[src/rtl/psram_ctl_pkg.sv]
// Package: shared state type and timing helper for the pseudo-SRAM controller.
// Assumes: all timing values are positive nanosecond integers.
package psram_ctl_pkg;

    typedef enum logic [2:0] {
        PS_IDLE    = 3'd0,
        PS_WSETUP  = 3'd1,
        PS_WPULSE  = 3'd2,
        PS_RACCESS = 3'd3,
        PS_SLEEP   = 3'd4
    } psram_state_e;

    // Clock count covering a nanosecond minimum, rounded up, at least one.
    function automatic int unsigned ns_to_cyc(input int unsigned ns, input int unsigned clk_ns);
        int unsigned c;
        c = (ns + clk_ns - 1) / clk_ns;
        return (c == 0) ? 1 : c;
    endfunction

endpackage

[src/rtl/psram_phase_timer.sv]
// Module: loadable down-counter that flags when it reaches zero.
// Assumes: load has priority; the count rests at zero until reloaded.
module psram_phase_timer #(
    parameter int unsigned W = 8
) (
    input  logic         clk,
    input  logic         rst_n,
    input  logic         load,
    input  logic [W-1:0] load_val,
    output logic         expired
);

    logic [W-1:0] cnt_q;

    // Count down toward zero, reloading on request.
    always_ff @(posedge clk) begin
        if (!rst_n)              cnt_q <= '0;
        else if (load)           cnt_q <= load_val;
        else if (cnt_q != '0)    cnt_q <= cnt_q - 1'b1;
    end

    assign expired = (cnt_q == '0);

endmodule

[src/rtl/psram_rd_capture.sv]
// Module: samples the memory data bus at the end of a read and zeroes
// the byte lanes that were not enabled; raises a one-clock valid strobe.
// Assumes: lane_en is stable in the capture cycle.
module psram_rd_capture #(
    parameter int unsigned DATA_W = 16,
    localparam int unsigned BYTES = DATA_W / 8
) (
    input  logic              clk,
    input  logic              rst_n,
    input  logic              capture,
    input  logic [BYTES-1:0]  lane_en,
    input  logic [DATA_W-1:0] dq_in,
    output logic [DATA_W-1:0] rd_data,
    output logic              rd_valid
);

    logic [DATA_W-1:0] lane_d;

    for (genvar b = 0; b < BYTES; b++) begin : g_lane
        assign lane_d[b*8 +: 8] = lane_en[b] ? dq_in[b*8 +: 8] : 8'h00;
    end

    // Hold the last captured word and pulse valid for the capture cycle.
    always_ff @(posedge clk) begin
        if (!rst_n) begin
            rd_data  <= '0;
            rd_valid <= 1'b0;
        end else begin
            rd_valid <= capture;
            if (capture) rd_data <= lane_d;
        end
    end

    AST_RVALID_ONE_CLOCK: assert property (@(posedge clk) disable iff (!rst_n)
        rd_valid |=> !rd_valid);

endmodule

[src/rtl/psram_async_ctl.sv]
// Module: synchronous front end for an asynchronous SRAM-style pseudo-SRAM.
// Turns one accepted request into a write-strobe or output-enable sequence,
// spaces accesses by the cycle time and handles the deep-sleep pin.
// Assumes: memory outputs are registered here; phase counts come from the
// nanosecond minimums and CLK_PERIOD_NS.
module psram_async_ctl
    import psram_ctl_pkg::*;
#(
    parameter int unsigned ADDR_W        = 21,
    parameter int unsigned DATA_W        = 16,
    parameter int unsigned CLK_PERIOD_NS = 5,
    parameter int unsigned T_ACC_NS      = 70,
    parameter int unsigned T_OE_NS       = 35,
    parameter int unsigned T_WP_NS       = 50,
    parameter int unsigned T_WP_MAX_NS   = 1000,
    parameter int unsigned T_DW_NS       = 30,
    parameter int unsigned T_CYC_NS      = 70
) (
    input  logic              clk,
    input  logic              rst_n,
    input  logic              req_valid,
    output logic              req_ready,
    input  logic              req_write,
    input  logic [ADDR_W-1:0] req_addr,
    input  logic [DATA_W-1:0] req_wdata,
    input  logic [1:0]        req_be,
    input  logic              sleep_req,
    output logic [DATA_W-1:0] rd_data,
    output logic              rd_valid,
    output logic [ADDR_W-1:0] mem_addr,
    output logic              mem_ce_n,
    output logic              mem_we_n,
    output logic              mem_oe_n,
    output logic              mem_lb_n,
    output logic              mem_ub_n,
    output logic              mem_zz_n,
    output logic [DATA_W-1:0] mem_dq_out,
    input  logic [DATA_W-1:0] mem_dq_in,
    output logic              mem_dq_oe
);

    localparam int unsigned ACC_CYC    = ns_to_cyc(T_ACC_NS, CLK_PERIOD_NS);
    localparam int unsigned WP_CYC     = ns_to_cyc(T_WP_NS, CLK_PERIOD_NS);
    localparam int unsigned CYC_CYC    = ns_to_cyc(T_CYC_NS, CLK_PERIOD_NS);
    localparam int unsigned WP_MAX_CYC = T_WP_MAX_NS / CLK_PERIOD_NS;
    localparam int unsigned TMR_W      = $clog2(ACC_CYC + WP_CYC + CYC_CYC + 1);
    localparam int unsigned WLC_W      = $clog2(WP_MAX_CYC + 2);

    // Elaboration checks on the derived timing.
    if (DATA_W != 16) begin : g_bad_width
        $error("psram_async_ctl: two byte lanes require DATA_W of 16");
    end
    if (WP_CYC * CLK_PERIOD_NS > T_WP_MAX_NS) begin : g_bad_wp
        $error("psram_async_ctl: write pulse exceeds its ceiling");
    end
    if (T_DW_NS > WP_CYC * CLK_PERIOD_NS) begin : g_bad_dw
        $error("psram_async_ctl: write pulse shorter than data overlap");
    end
    if (T_OE_NS > ACC_CYC * CLK_PERIOD_NS) begin : g_bad_oe
        $error("psram_async_ctl: access phase shorter than output-enable time");
    end

    psram_state_e state_q;
    logic         phase_load, phase_done;
    logic [TMR_W-1:0] phase_val;
    logic         cyc_load, cyc_done;
    logic         accept, go_sleep, wake, req_sel, capture;
    logic [1:0]   be_n_q;

    assign req_ready = (state_q == PS_IDLE) && cyc_done;
    assign accept    = req_valid && req_ready;
    assign go_sleep  = sleep_req && req_ready && !req_valid;
    assign wake      = (state_q == PS_SLEEP) && !sleep_req;
    assign req_sel   = |req_be;
    assign capture   = (state_q == PS_RACCESS) && phase_done;

    // Phase timer load: write pulse length or read access length.
    always_comb begin
        phase_load = 1'b0;
        phase_val  = '0;
        if (state_q == PS_WSETUP) begin
            phase_load = 1'b1;
            phase_val  = TMR_W'(WP_CYC - 1);
        end else if (accept && !req_write) begin
            phase_load = 1'b1;
            phase_val  = TMR_W'(ACC_CYC - 1);
        end
    end

    assign cyc_load = accept || wake;

    psram_phase_timer #(.W(TMR_W)) phase_tmr_i (
        .clk      (clk),
        .rst_n    (rst_n),
        .load     (phase_load),
        .load_val (phase_val),
        .expired  (phase_done)
    );

    psram_phase_timer #(.W(TMR_W)) cycle_tmr_i (
        .clk      (clk),
        .rst_n    (rst_n),
        .load     (cyc_load),
        .load_val (TMR_W'(CYC_CYC - 1)),
        .expired  (cyc_done)
    );

    // Sequencer and registered memory-side controls.
    always_ff @(posedge clk) begin
        if (!rst_n) begin
            state_q    <= PS_IDLE;
            mem_addr   <= '0;
            mem_dq_out <= '0;
            mem_dq_oe  <= 1'b0;
            mem_ce_n   <= 1'b1;
            mem_we_n   <= 1'b1;
            mem_oe_n   <= 1'b1;
            be_n_q     <= 2'b11;
            mem_zz_n   <= 1'b1;
        end else begin
            case (state_q)
                PS_IDLE: begin
                    if (accept) begin
                        mem_addr <= req_addr;
                        be_n_q   <= ~req_be;
                        mem_ce_n <= ~req_sel;
                        if (req_write) begin
                            mem_dq_out <= req_wdata;
                            mem_dq_oe  <= req_sel;
                            state_q    <= PS_WSETUP;
                        end else begin
                            mem_oe_n <= ~req_sel;
                            state_q  <= PS_RACCESS;
                        end
                    end else if (go_sleep) begin
                        mem_zz_n <= 1'b0;
                        state_q  <= PS_SLEEP;
                    end
                end
                PS_WSETUP: begin
                    mem_we_n <= &be_n_q;
                    state_q  <= PS_WPULSE;
                end
                PS_WPULSE: begin
                    if (phase_done) begin
                        mem_we_n  <= 1'b1;
                        mem_ce_n  <= 1'b1;
                        be_n_q    <= 2'b11;
                        mem_dq_oe <= 1'b0;
                        state_q   <= PS_IDLE;
                    end
                end
                PS_RACCESS: begin
                    if (phase_done) begin
                        mem_oe_n <= 1'b1;
                        mem_ce_n <= 1'b1;
                        be_n_q   <= 2'b11;
                        state_q  <= PS_IDLE;
                    end
                end
                PS_SLEEP: begin
                    if (wake) begin
                        mem_zz_n <= 1'b1;
                        state_q  <= PS_IDLE;
                    end
                end
                default: state_q <= PS_IDLE;
            endcase
        end
    end

    assign mem_lb_n = be_n_q[0];
    assign mem_ub_n = be_n_q[1];

    psram_rd_capture #(.DATA_W(DATA_W)) rd_cap_i (
        .clk      (clk),
        .rst_n    (rst_n),
        .capture  (capture),
        .lane_en  (~be_n_q),
        .dq_in    (mem_dq_in),
        .rd_data  (rd_data),
        .rd_valid (rd_valid)
    );

    // Checker state: consecutive clocks with the write strobe low, saturating.
    logic [WLC_W-1:0] we_low_cnt;
    always_ff @(posedge clk) begin
        if (!rst_n)                                   we_low_cnt <= '0;
        else if (mem_we_n)                            we_low_cnt <= '0;
        else if (we_low_cnt != WLC_W'(WP_MAX_CYC + 1)) we_low_cnt <= we_low_cnt + 1'b1;
    end

    AST_WE_MIN_WIDTH: assert property (@(posedge clk) disable iff (!rst_n)
        $rose(mem_we_n) |-> (we_low_cnt >= WLC_W'(WP_CYC)));
    AST_WE_LANE_SEL: assert property (@(posedge clk) disable iff (!rst_n)
        !mem_we_n |-> !(mem_lb_n && mem_ub_n));
    AST_WE_CEILING: assert property (@(posedge clk) disable iff (!rst_n)
        !mem_we_n |-> (we_low_cnt < WLC_W'(WP_MAX_CYC)));
    AST_OE_NO_CONTENTION: assert property (@(posedge clk) disable iff (!rst_n)
        !mem_oe_n |-> (!mem_dq_oe && mem_we_n));
    AST_READY_DROPS: assert property (@(posedge clk) disable iff (!rst_n)
        (req_valid && req_ready) |=> !req_ready);
    AST_SLEEP_NO_ACCESS: assert property (@(posedge clk) disable iff (!rst_n)
        !mem_zz_n |-> (mem_ce_n && mem_we_n));

endmodule

[config.mk]
export PLATFORM = sky130hd
export DESIGN_NAME = psram_async_ctl
export DESIGN_NICKNAME = d
export VERILOG_FILES = /design/src/rtl/psram_ctl_pkg.sv /design/src/rtl/psram_phase_timer.sv /design/src/rtl/psram_rd_capture.sv /design/src/rtl/psram_async_ctl.sv
export SDC_FILE = /design/constraint.sdc
export NUM_CORES = 1
export LEC_CHECK = 0
export CAP_MARGIN = 0
export CORE_UTILIZATION = 39
export DETAILED_ROUTE_END_ITERATION = 10
export MAX_ROUTING_LAYER = met4
export PLACE_DENSITY = 0.83
export SLEW_MARGIN = 20
export SYNTH_ARGS = -nofsm -noshare
export SYNTH_HDL_FRONTEND = slang
export SYNTH_SLANG_ARGS = --single-unit
[constraint.sdc]
create_clock -name clk -period 2 [get_ports clk]
set_clock_uncertainty 0.1 [all_clocks]
set_input_delay 0.4 -clock clk [delete_from_list [all_inputs] [get_ports clk]]
set_output_delay 0.4 -clock clk [all_outputs]
set_load 0.05 [all_outputs]
==> results of run 1 <==
-- cell usage after synthesis, drive strengths merged (2+ instances only) --
master / number / area, um2
o211ai: 2 / 15.01
o21a: 5 / 37.54
nor3: 12 / 60.06
nand4: 3 / 18.77
a22o: 16 / 140.1
and3b: 2 / 17.52
xnor2: 4 / 35.03
nand2: 65 / 244.0
and2: 2 / 12.52
a21oi: 25 / 125.1
nand2b: 2 / 12.51
nand3: 21 / 105.1
dfxtp: 76 / 1521
inv: 11 / 41.29
clkbuf: 14 / 53.80
nor2: 11 / 41.29
a31oi: 3 / 18.77
o21ai: 24 / 120.1
o31ai: 2 / 15.01
nor4: 4 / 40.04
buf: 7 / 46.29
ha: 4 / 50.05
or3: 3 / 18.77
nor2b: 5 / 31.28
mux2i: 2 / 20.02
-- layout make-up --
cell class / instances / area (um2) / share of cell area (%)
sequential: 76 / 1524 / 32.99
timing repair buffer: 141 / 1350 / 29.23
multi-input combinational: 230 / 1341 / 29.04
clock buffer: 10 / 127.6 / 2.763
tap: 99 / 123.9 / 2.681
clock inverter: 6 / 111.4 / 2.411
inverter: 11 / 41.29 / 0.8938
-- routing by layer --
layer / wire, um / share of wire (%) / vias up / global-route usage, %
met5: 0 / 0 / - / -
met4: 143 / 1.8 / 0 / 10.39
met3: 364 / 4.6 / 14 / 4.247
met2: 3946 / 50 / 87 / 34.07
met1: 3386 / 43 / 1351 / 22.80
li1: - / - / 1440 / -
-- repair_timing --
action | 4_1_cts | 5_1_grt
hold endpoints to repair | 0 | 0
pin swaps | 0 | 1
setup endpoints to repair | 31 | 44
resized for setup | 30 | 17
-- logic make-up after synthesis --
| group | count (synthesis) |
|---|---|
| compound gates | 83 |
| xor+xnor | 5 |
| fa+ha+maj | 4 |
| mux | 2 |
| buf+inv | 32 |
| simple gates | 136 |
| flops | 76 |
-- per-stage QoR --
stage,power (mW),setup TNS [ps],instance area [um2],hold WS (ps)
2_1_floorplan,3.820,0,3002,392.1
5_1_grt,6.352,-342.3,4619,380.7
6_report,6.009,-274.8,4619,352.3
3_5_place_dp,4.673,-0.1477,4372,348.2
3_3_place_gp,4.601,0,4372,339.3
4_1_cts,6.031,-295.3,4573,358.0
-- worst max-delay path by stage --
stage                    startpoint  cells after the start  slack, ps   endpoint
6_report       cycle_tmr_i.cnt_q[0]                      5       -270  req_ready
5_1_grt        cycle_tmr_i.cnt_q[0]                      5       -340  req_ready
4_1_cts        cycle_tmr_i.cnt_q[1]                      5       -300  req_ready
3_5_place_dp                  rst_n                      5       -0.1   mem_oe_n
3_3_place_gp                  rst_n                      5          7   mem_oe_n
2_1_floorplan  cycle_tmr_i.cnt_q[1]                      6         30   mem_zz_n
-- where the power goes --
group	switching, mW	internal (mW)	total [mW]
sequential	0.213	1.79	2.01
combinational	1.60	1.01	2.61
clock	0.564	0.832	1.40
total	2.37	3.64	6.01
-- registers in the layout, indices dropped and copies added, names as in the netlist --
name and flops:
mem_zz_n 1, be_n_q 2, mem_dq_out 16, rd_cap_i.rd_valid 1, mem_oe_n 1, phase_tmr_i.cnt_q 6
rd_cap_i.rd_data 16, mem_we_n 1, mem_ce_n 1, mem_dq_oe 1, cycle_tmr_i.cnt_q 6, mem_addr 21
state_q 3
-- worst min-delay path, stage by stage (launching register included) --
cell	delay (ps)
sky130_fd_sc_hd__dfxtp_1	310
sky130_fd_sc_hd__nand2_1	50
sky130_fd_sc_hd__a21oi_1	50
==> results.md, run 1 <==
### Run status
- outcome: finished with violations
- violated checks: negative setup slack

### Detailed routing
- Initial DRC Count: 115
- DR vias/cell: 5.047
- average wire length per cell after detail routing: 13.68 um
- first-pass iteration count of the detailed router: 4
- wire length after detailed routing: 7841 um
- number of design rule violations left after detail routing: 0
- number of vias after detailed routing: 2892
- count of nets left with antenna violations after detail routing: 0

### Clocking
- setup bufs post-CTS: 0
- clock sinks: 76
- CTS Hold Buffers Added: 0
- root buf cell: sky130_fd_sc_hd__clkbuf_8
- CTS Buffer Depth: 2
- CTS Buf Count: 9
- # H-tree levels: 3
- CTS tree: yes
- Clock Latency Late Sink: 340 ps
- Reg clk slew, reported paths: 80 ps

### STA
- number of setup violations in the final report: 1
- slew at the pin closest to its max-slew limit: 570.3 ps
- RSZ-0062 raised after global routing: yes
- count of pins over their slew limit: 0
- timing-limited maximum frequency: 439.6 MHz
- setup slack of the critical path after layout: -274.8 ps
- headroom to the max-slew limit: 60.99%
- Final min period: 2275 ps
- period utilisation layout: 113.7%
- Final Hold Viols: 0

### Placement
- Cell Count Post-Placement: 557
- setup slack after placement: -0.1477 ps
- HPWL after DPL: 5734 um
- Final GP Congestion: 0.9129
- number of buffers inserted by port buffering: 121

### Layout
- Filler Cell Count: 627
- share of layout cells above drive strength 1: 13.08%
- final net count: 533
- final cell count without fillers: 573
- diode count: 0
- final design utilization: 63.01%
- leading cell types in the layout, fill and taps excluded: sky130_fd_sc_hd__dfxtp_1 (74), sky130_fd_sc_hd__nand2_1 (65), sky130_fd_sc_hd__clkdlybuf4s50_1 (60)
- synthesis-to-layout area growth: 55.26%
- commonest non-fill, non-tap cell in the layout: sky130_fd_sc_hd__dfxtp_1

### Yosys
- register bit total from synthesis: 76
- complex-gate fraction of the synthesized area: 17.66%
- fraction of registers with async set/reset: 0%
- arithmetic-cell share of the synthesized area counting full adders, half adders and majority gates: 1.682%
- flip-flop cell with the highest count after synthesis: sky130_fd_sc_hd__dfxtp_1
- Distinct cells, synth: 44
- synthesized area divided by synthesized cell count: 8.803 um2
- synthesized-area fraction occupied by and/or/nand/nor cells: 22.62%
- mux contribution to synthesized area: 0.6728%
- Yosys warning total: 0
- number of nets in the synthesized netlist: 402
- combinational family with the most area after synthesis: simple AND/OR/NAND/NOR gates
- post-synthesis instance area: 2975 um2
- sequential element share of the synthesized area: 51.14%
- cell count after synthesis: 338
- synthesized-area fraction occupied by xor and xnor cells: 1.472%
- number of flops mapped to enable cells by yosys: 0

### Floorplan
- count of standard-cell rows: 31
- Chip Height: 89.35 um
- Core Box Area: 7331 um2
- die width: 89.35 um
- DIE AREA: 7983 um2
- Initial Utilization: 40.59%
- I/O pin cnt: 122

### Worst setup path
- crit-path cells: inv_2 > ha_4 > or4b_4 > nor3_4 > buf_12
- flop2flop setup slack: 140 ps
- Top Family by Delay on Critical Path: simple AND/OR/NAND/NOR gates
- CP startpoint kind: flop
- cell depth of the worst flop-to-flop path: 6
- slowest cell on the critical path: sky130_fd_sc_hd__or4b_4
- launching point of the worst reg2reg path: cycle_tmr_i.cnt_q[0]
- buffers and inverters on the worst path: 2
- peak per-stage delay on the critical path: 500 ps
- endpoint of the worst register-to-register path: cycle_tmr_i.cnt_q[1]
- maximum fanout along the worst path: 4
- category of the most critical setup path: reg -> out
- critical path capture point type: primary output
- Required @ worst endpoint: 1500 ps
- critical path data arrival time: 1770 ps

### Global route
- overflow left after global routing: 0
- largest net degree at the start of global routing: 33
- combined global-route utilization of all metal layers: 20.29%
- number of global-route vias before repair: 2697
- wire length of the first global-routing pass: 11960 um
- initial antenna violation count: 0

### Pwr
- standby leakage power: 2.151 nW
- Worst IR Drop VDD: 0.6126 mV
- pwr dens: 1301 nW/um2

### Min path
- end point of the most critical hold path: mem_addr[13]
- launch point of the worst hold path: mem_addr[13]
- worst hold stages: 2
- Hold Path Class: reg -> reg

### Run
- max-cap viol count: 0

No activity file was read; power rests on OpenSTA's default activity.
==> run 2, diff against run 1 <==
Settings changed: CORE_ASPECT_RATIO set to 0.75.
==> results.md, run 2 (same netlist as run 1, synthesis figures left out) <==
### Run status
- outcome: finished with violations
- violated checks: negative setup slack

### Worst setup path
- critical path capture point type: primary output
- end point of the critical path: req_ready
- maximum fanout along the worst path: 4, unchanged
- CP startpoint kind: flop
- critical path data arrival time: 1740 ps, -30 ps
- cell depth of the worst flop-to-flop path: 9, +3
- endpoint of the worst register-to-register path: mem_dq_out[6]
- launch point of the worst path: cycle_tmr_i.cnt_q[0]
- launching point of the worst reg2reg path: cycle_tmr_i.cnt_q[0]
- category of the most critical setup path: reg -> out
- Required @ worst endpoint: 1500 ps, about the same
- flop2flop setup slack: -120 ps, -260 ps

### STA
- Final min period: 2236 ps, -38.89 ps
- headroom to the max-slew limit: 64.91%, +3.9 points
- accumulated negative setup slack: -1839 ps, -1564 ps
- number of setup violations in the final report: 18, +17
- Final Hold Viols: 0, unchanged
- worst hold slack across all endpoints: 354.0 ps, +1.707 ps
- period utilisation layout: 111.8%, -1.9 points
- slew at the pin closest to its max-slew limit: 513.1 ps, -57.21 ps
- RSZ-0062 raised after global routing: yes
- setup slack of the critical path after layout: -235.9 ps, +38.89 ps
- count of pins over their slew limit: 0, unchanged
- timing-limited maximum frequency: 447.3 MHz, +1.7%

### Placement
- Final GP Congestion: 0.8741, -4.3%
- number of buffers inserted by port buffering: 121, unchanged
- HPWL after DPL: 5944 um, +3.6%
- total cell area at the placement stage: 4357 um2, -0.34%
- setup slack after placement: 13.04 ps, +13.18 ps

### Floorplan
- Chip Height: 77.65 um, -13%
- count of standard-cell rows: 27, -13%
- Core Box Area: 7365 um2, +0.46%
- die width: 102.9 um, +15%
- Initial Utilization: 40.40%, -0.19 points
- I/O pin cnt: 122, unchanged
- DIE AREA: 7986 um2, about the same

### Clocking
- CTS tree: yes
- Reg clk slew, reported paths: 80 ps, about the same
- clock sinks: 76, unchanged
- root buf cell: sky130_fd_sc_hd__clkbuf_8
- CTS Buffer Depth: 2, unchanged
- # H-tree levels: 3, unchanged
- CTS Buf Count: 9, unchanged
- CTS Hold Buffers Added: 0, unchanged
- Clock Latency Late Sink: 340 ps, about the same

### Detailed routing
- first-pass iteration count of the detailed router: 4, unchanged
- DR vias/cell: 5.103, +1.1%
- number of vias after detailed routing: 2960, +2.4%
- Initial DRC Count: 184, +60%
- count of nets left with antenna violations after detail routing: 0, unchanged
- number of design rule violations left after detail routing: 0, unchanged
- average wire length per cell after detail routing: 14.62 um, +6.8%
- wire length after detailed routing: 8480 um, +8.1%

### Global route
- initial antenna violation count: 0, unchanged
- wire length of the first global-routing pass: 13060 um, +9.2%
- overflow left after global routing: 0, unchanged
- met2 track demand over resource: 35.93%, +1.9 points
- combined global-route utilization of all metal layers: 21.66%, +1.4 points
- number of global-route vias before repair: 2864, +6.2%
- largest net degree at the start of global routing: 33, unchanged
- met1 demand-to-capacity share in global routing: 25.68%, +2.9 points
- Top Usage Layer GRT: met2
- met3 track demand over resource: 5.135%, +0.89 points

### Layout
- commonest non-fill, non-tap cell in the layout: sky130_fd_sc_hd__dfxtp_1
- flip-flop count of the largest register after layout: 21, unchanged
- final net count: 538, +0.94%
- Top Registers: mem_addr (21), mem_dq_out (16), rd_cap_i.rd_data (16)
- synthesis-to-layout area growth: 56.01%
- diode count: 0, unchanged
- largest reg by FF count: mem_addr
- finished layout cell area: 4642 um2, +0.49%
- share of layout cells above drive strength 1: 13.99%, +0.91 points
- leading cell types in the layout, fill and taps excluded: sky130_fd_sc_hd__dfxtp_1 (74), sky130_fd_sc_hd__nand2_1 (65), sky130_fd_sc_hd__clkdlybuf4s50_1 (59)

### Min path
- Hold Path Class: reg -> reg

### Pwr
- Worst IR Drop VDD: 0.7033 mV, +15%
- standby leakage power: 2.159 nW, +0.38%
- Design Power: 5.889 mW, -2.0%
- pwr dens: 1269 nW/um2, -2.5%

### Run
- max-cap viol count: 0, unchanged

-- run 2: cell types whose count changed in the layout (fill, tap and decap cells not counted), sizes merged --
cell,change
buf,+4
bufinv,-2
clkbuf,+2
clkdlybuf4s50,-1
clkinv,+3
dlygate4sd2,+1
dlymetal6s2s,-1
inv,-1
-- run 2: power breakdown --
part | internal [mW] | leakage, nW | total, mW | switching (mW)
sequential | 1.80 | 0.618 | 2.02 | 0.217
combinational | 1.09 | 1.44 | 2.74 | 1.64
clock | 0.576 | 0.0962 | 1.14 | 0.560
total | 3.47 | 2.16 | 5.89 | 2.42
-- run 2: timing repair --
| action | CTS | global route |
|---|---|---|
| setup buffers | 0 | 4 |
| endpoints found under the setup margin | 32 | 33 |
| resized for setup | 31 | 25 |
| cloned | 0 | 3 |
| pin swaps | 0 | 1 |
-- run 2: layer usage --
metal | vias to the layer above | routed length, um | part of all wire, %
met4 | 0 | 130 | 1.5
met2 | 96 | 4127 | 49
li1 | 1451 | - | -
met3 | 16 | 479 | 5.6
met1 | 1397 | 3743 | 44
met5 | - | 0 | 0
-- run 2: through the flow --
step / utilization [%] / instances
floorplan: - / 338
global placement: 59.16 / 557
detailed placement: 59.16 / 557
CTS: 61.25 / 573
global route: 63.03 / 580
finish: 63.03 / 580
-- run 2: worst min-delay path by stage --
stage | slack (ps) | end | depth (start not counted) | startpoint
floorplan | 390 | cycle_tmr_i.cnt_q[1] | 2 | cycle_tmr_i.cnt_q[1]
global placement | 340 | mem_dq_out[1] | 2 | mem_dq_out[1]
detailed placement | 350 | mem_dq_out[1] | 2 | mem_dq_out[1]
CTS | 360 | mem_dq_out[1] | 2 | mem_dq_out[1]
global route | 370 | mem_dq_out[1] | 2 | mem_dq_out[1]
finish | 350 | mem_dq_out[7] | 2 | mem_dq_out[7]
-- run 2: cell type report --
cell class                      instances  area (um2)
Clock buffer                           10       127.6
Clock inverter                          6       65.06
Fill cell                             638        2723
Inverter                               11       43.79
Multi-Input combinational cell        230        1336
Sequential cell                        76        1526
Tap cell                              101       126.4
Timing Repair Buffer                  146        1416
-- run 2: critical path, stage by stage, from the launching register on --
cell                      delay [ps]
sky130_fd_sc_hd__dfxtp_4         370
sky130_fd_sc_hd__inv_4            60
sky130_fd_sc_hd__ha_4            130
sky130_fd_sc_hd__or4b_4          490
sky130_fd_sc_hd__nor3_4          180
sky130_fd_sc_hd__buf_12          170
==> run 3, diff against run 2 <==
Settings changed: REMOVE_ABC_BUFFERS set to 1.
Clock period 2 ns to 1.8 ns, I/O delays scaled along.
==> results.md, run 3 (same netlist as run 1, synthesis figures left out) <==
### Run status
- outcome: finished with violations
- violated checks: negative setup slack

### Layout
- Filler Cell Count: 574, -10%
- Top Registers: mem_addr (21), mem_dq_out (16), rd_cap_i.rd_data (16)
- diode count: 0, unchanged
- share of layout cells above drive strength 1: 30.95%, +17 points
- largest reg by FF count: mem_addr
- final net count: 563, +4.6%
- commonest non-fill, non-tap cell in the layout: sky130_fd_sc_hd__buf_4
- area of the multi-input gates: 1410 um2, +5.5%
- leading cell types in the layout, fill and taps excluded: sky130_fd_sc_hd__buf_4 (98), sky130_fd_sc_hd__dfxtp_1 (72), sky130_fd_sc_hd__nand2_1 (63)
- flip-flop count of the largest register after layout: 21, unchanged
- synthesis-to-layout area growth: 64.30%
- final design utilization: 66.38%, +3.3 points
- Storage cell area: 1526 um2, unchanged

### Clocking
- Reg clk slew, reported paths: 80 ps, about the same
- CTS tree: yes
- CTS Buf Count: 9, unchanged
- root buf cell: sky130_fd_sc_hd__clkbuf_8
- # H-tree levels: 3, unchanged
- Clock Latency Late Sink: 370 ps, +30 ps
- clock sinks: 76, unchanged
- CTS Buffer Depth: 2, unchanged

### Global route
- largest net degree at the start of global routing: 23, -30%
- overflow left after global routing: 0, unchanged
- initial antenna violation count: 0, unchanged
- number of global-route vias before repair: 2898, +1.2%
- wire length of the first global-routing pass: 13640 um, +4.4%
- combined global-route utilization of all metal layers: 22.58%, +0.92 points

### Detailed routing
- first-pass iteration count of the detailed router: 5, +1
- DR vias/cell: 5.238, +2.6%
- Initial DRC Count: 255, +39%
- average wire length per cell after detail routing: 15.86 um, +8.5%
- number of design rule violations left after detail routing: 0, unchanged
- count of nets left with antenna violations after detail routing: 0, unchanged
- wire length after detailed routing: 9598 um, +13%
- number of vias after detailed routing: 3169, +7.1%

### Floorplan
- die width: 102.9 um, unchanged
- Core Box Area: 7365 um2, unchanged
- DIE AREA: 7986 um2, unchanged
- I/O pin cnt: 122, unchanged
- count of standard-cell rows: 27, unchanged
- Initial Utilization: 40.40%, unchanged
- Chip Height: 77.65 um, unchanged

### Worst setup path
- maximum fanout along the worst path: 2, -2
- cell depth of the worst flop-to-flop path: 9, unchanged
- flop2flop setup slack: -400 ps, -280 ps
- endpoint of the worst register-to-register path: mem_dq_out[15]
- critical path capture point type: primary output
- CP startpoint kind: flop
- critical path data arrival time: 1810 ps, +70 ps
- launch point of the worst path: cycle_tmr_i.cnt_q[1]
- launching point of the worst reg2reg path: cycle_tmr_i.cnt_q[1]
- category of the most critical setup path: reg -> out
- Required @ worst endpoint: 1340 ps, -160 ps

### STA
- number of setup violations in the final report: 19, +1
- headroom to the max-slew limit: 71.01%, +6.1 points
- setup slack of the critical path after layout: -465.5 ps, -229.6 ps
- period utilisation layout: 125.9%
- timing-limited maximum frequency: 441.4 MHz
- slew at the pin closest to its max-slew limit: 432.6 ps, -80.57 ps
- count of pins over their slew limit: 0, unchanged
- Final Hold Viols: 0, unchanged
- Final min period: 2266 ps
- RSZ-0062 raised after global routing: yes

### Run
- max-cap viol count: 0, unchanged

### Placement
- Final GP Congestion: 0.8396, -3.9%
- HPWL after DPL: 6038 um, +1.6%
- number of buffers inserted by port buffering: 121, unchanged
- setup slack after placement: -178.6 ps, -191.7 ps

### Min path
- worst hold stages: 2, unchanged
- end point of the most critical hold path: mem_dq_out[8]
- launch point of the worst hold path: mem_dq_out[8]
- Hold Path Class: reg -> reg

### Pwr
- Worst IR Drop VDD: 0.5822 mV, -17%
- pwr dens: 1493 nW/um2, +18%
- standby leakage power: 2.027 nW, -6.1%

-- run 3: changes by cell type in the layout (fill, tap and decap cells not counted), moves of 3 or more --
cell / delta
sky130_fd_sc_hd__inv_2: +3
sky130_fd_sc_hd__dlygate4sd2_1: -31
sky130_fd_sc_hd__dlymetal6s2s_1: -14
sky130_fd_sc_hd__buf_4: +61
sky130_fd_sc_hd__dfxtp_2: +3
sky130_fd_sc_hd__buf_12: +5
sky130_fd_sc_hd__buf_6: +3
-- run 3: what timing repair did --
action                                  4_1_cts  5_1_grt
gates cloned                                  2        2
endpoints found under the setup margin       52       69
setup buffers                                 5        5
pin swaps                                     3        4
resized for setup                            16       29
hold buffers                                  0        0
-- run 3: how the worst max path moves through the flow --
stage	slack [ps]	endpoint
6_report	-470	req_ready
5_1_grt	-500	mem_dq_out[15]
4_1_cts	-410	req_ready
3_5_place_dp	-180	req_ready
3_3_place_gp	-110	req_ready
2_1_floorplan	-950	mem_zz_n
-- run 3: layer usage --
| layer | vias to the layer above | part of all wire, % | GRT usage, % | wire (um) |
|---|---|---|---|---|
| met2 | 134 | 49 | 35.80 | 4687 |
| met5 | - | 0 | - | 0 |
| met1 | 1523 | 43 | 27.40 | 4087 |
| met3 | 15 | 7.3 | 6.937 | 705 |
| met4 | 0 | 1.2 | 7.042 | 117 |
| li1 | 1497 | - | - | - |
-- run 3: area by class of cell --
cell class	count	area share [%]
clock inverters	6	1.280
multi-input cells	230	28.85
well taps	101	2.585
inverters	11	0.8446
flip-flops and latches	76	31.23
repair buffers	171	32.40
clock buffers	10	2.815
-- run 3: power by group --
| part | internal (mW) | switching (mW) | total, mW |
|---|---|---|---|
| clock | 0.678 | 0.667 | 1.35 |
| combinational | 1.63 | 2.08 | 3.71 |
| sequential | 2.00 | 0.241 | 2.24 |
-- run 3: critical path, stage by stage (launching register included) --
cell                      delay, ps
sky130_fd_sc_hd__dfxtp_2        340
sky130_fd_sc_hd__inv_2           80
sky130_fd_sc_hd__ha_4           140
sky130_fd_sc_hd__or4b_4         480
sky130_fd_sc_hd__nor3_4         160
sky130_fd_sc_hd__buf_6          130
sky130_fd_sc_hd__buf_12         120
-- run 3: metrics by stage --
step	instances	hold slack (ps)	TNS (ps)	power (mW)	instance area, um2
6_report	605	354.4	-6108	7.296	4888
5_1_grt	605	373.2	-8914	7.643	4888
4_1_cts	599	357.7	-3209	6.898	4757
3_5_place_dp	576	346.6	-5660	5.322	4410
3_3_place_gp	576	336.6	-3435	5.243	4410
2_1_floorplan	317	336.2	-18850	4.093	2875
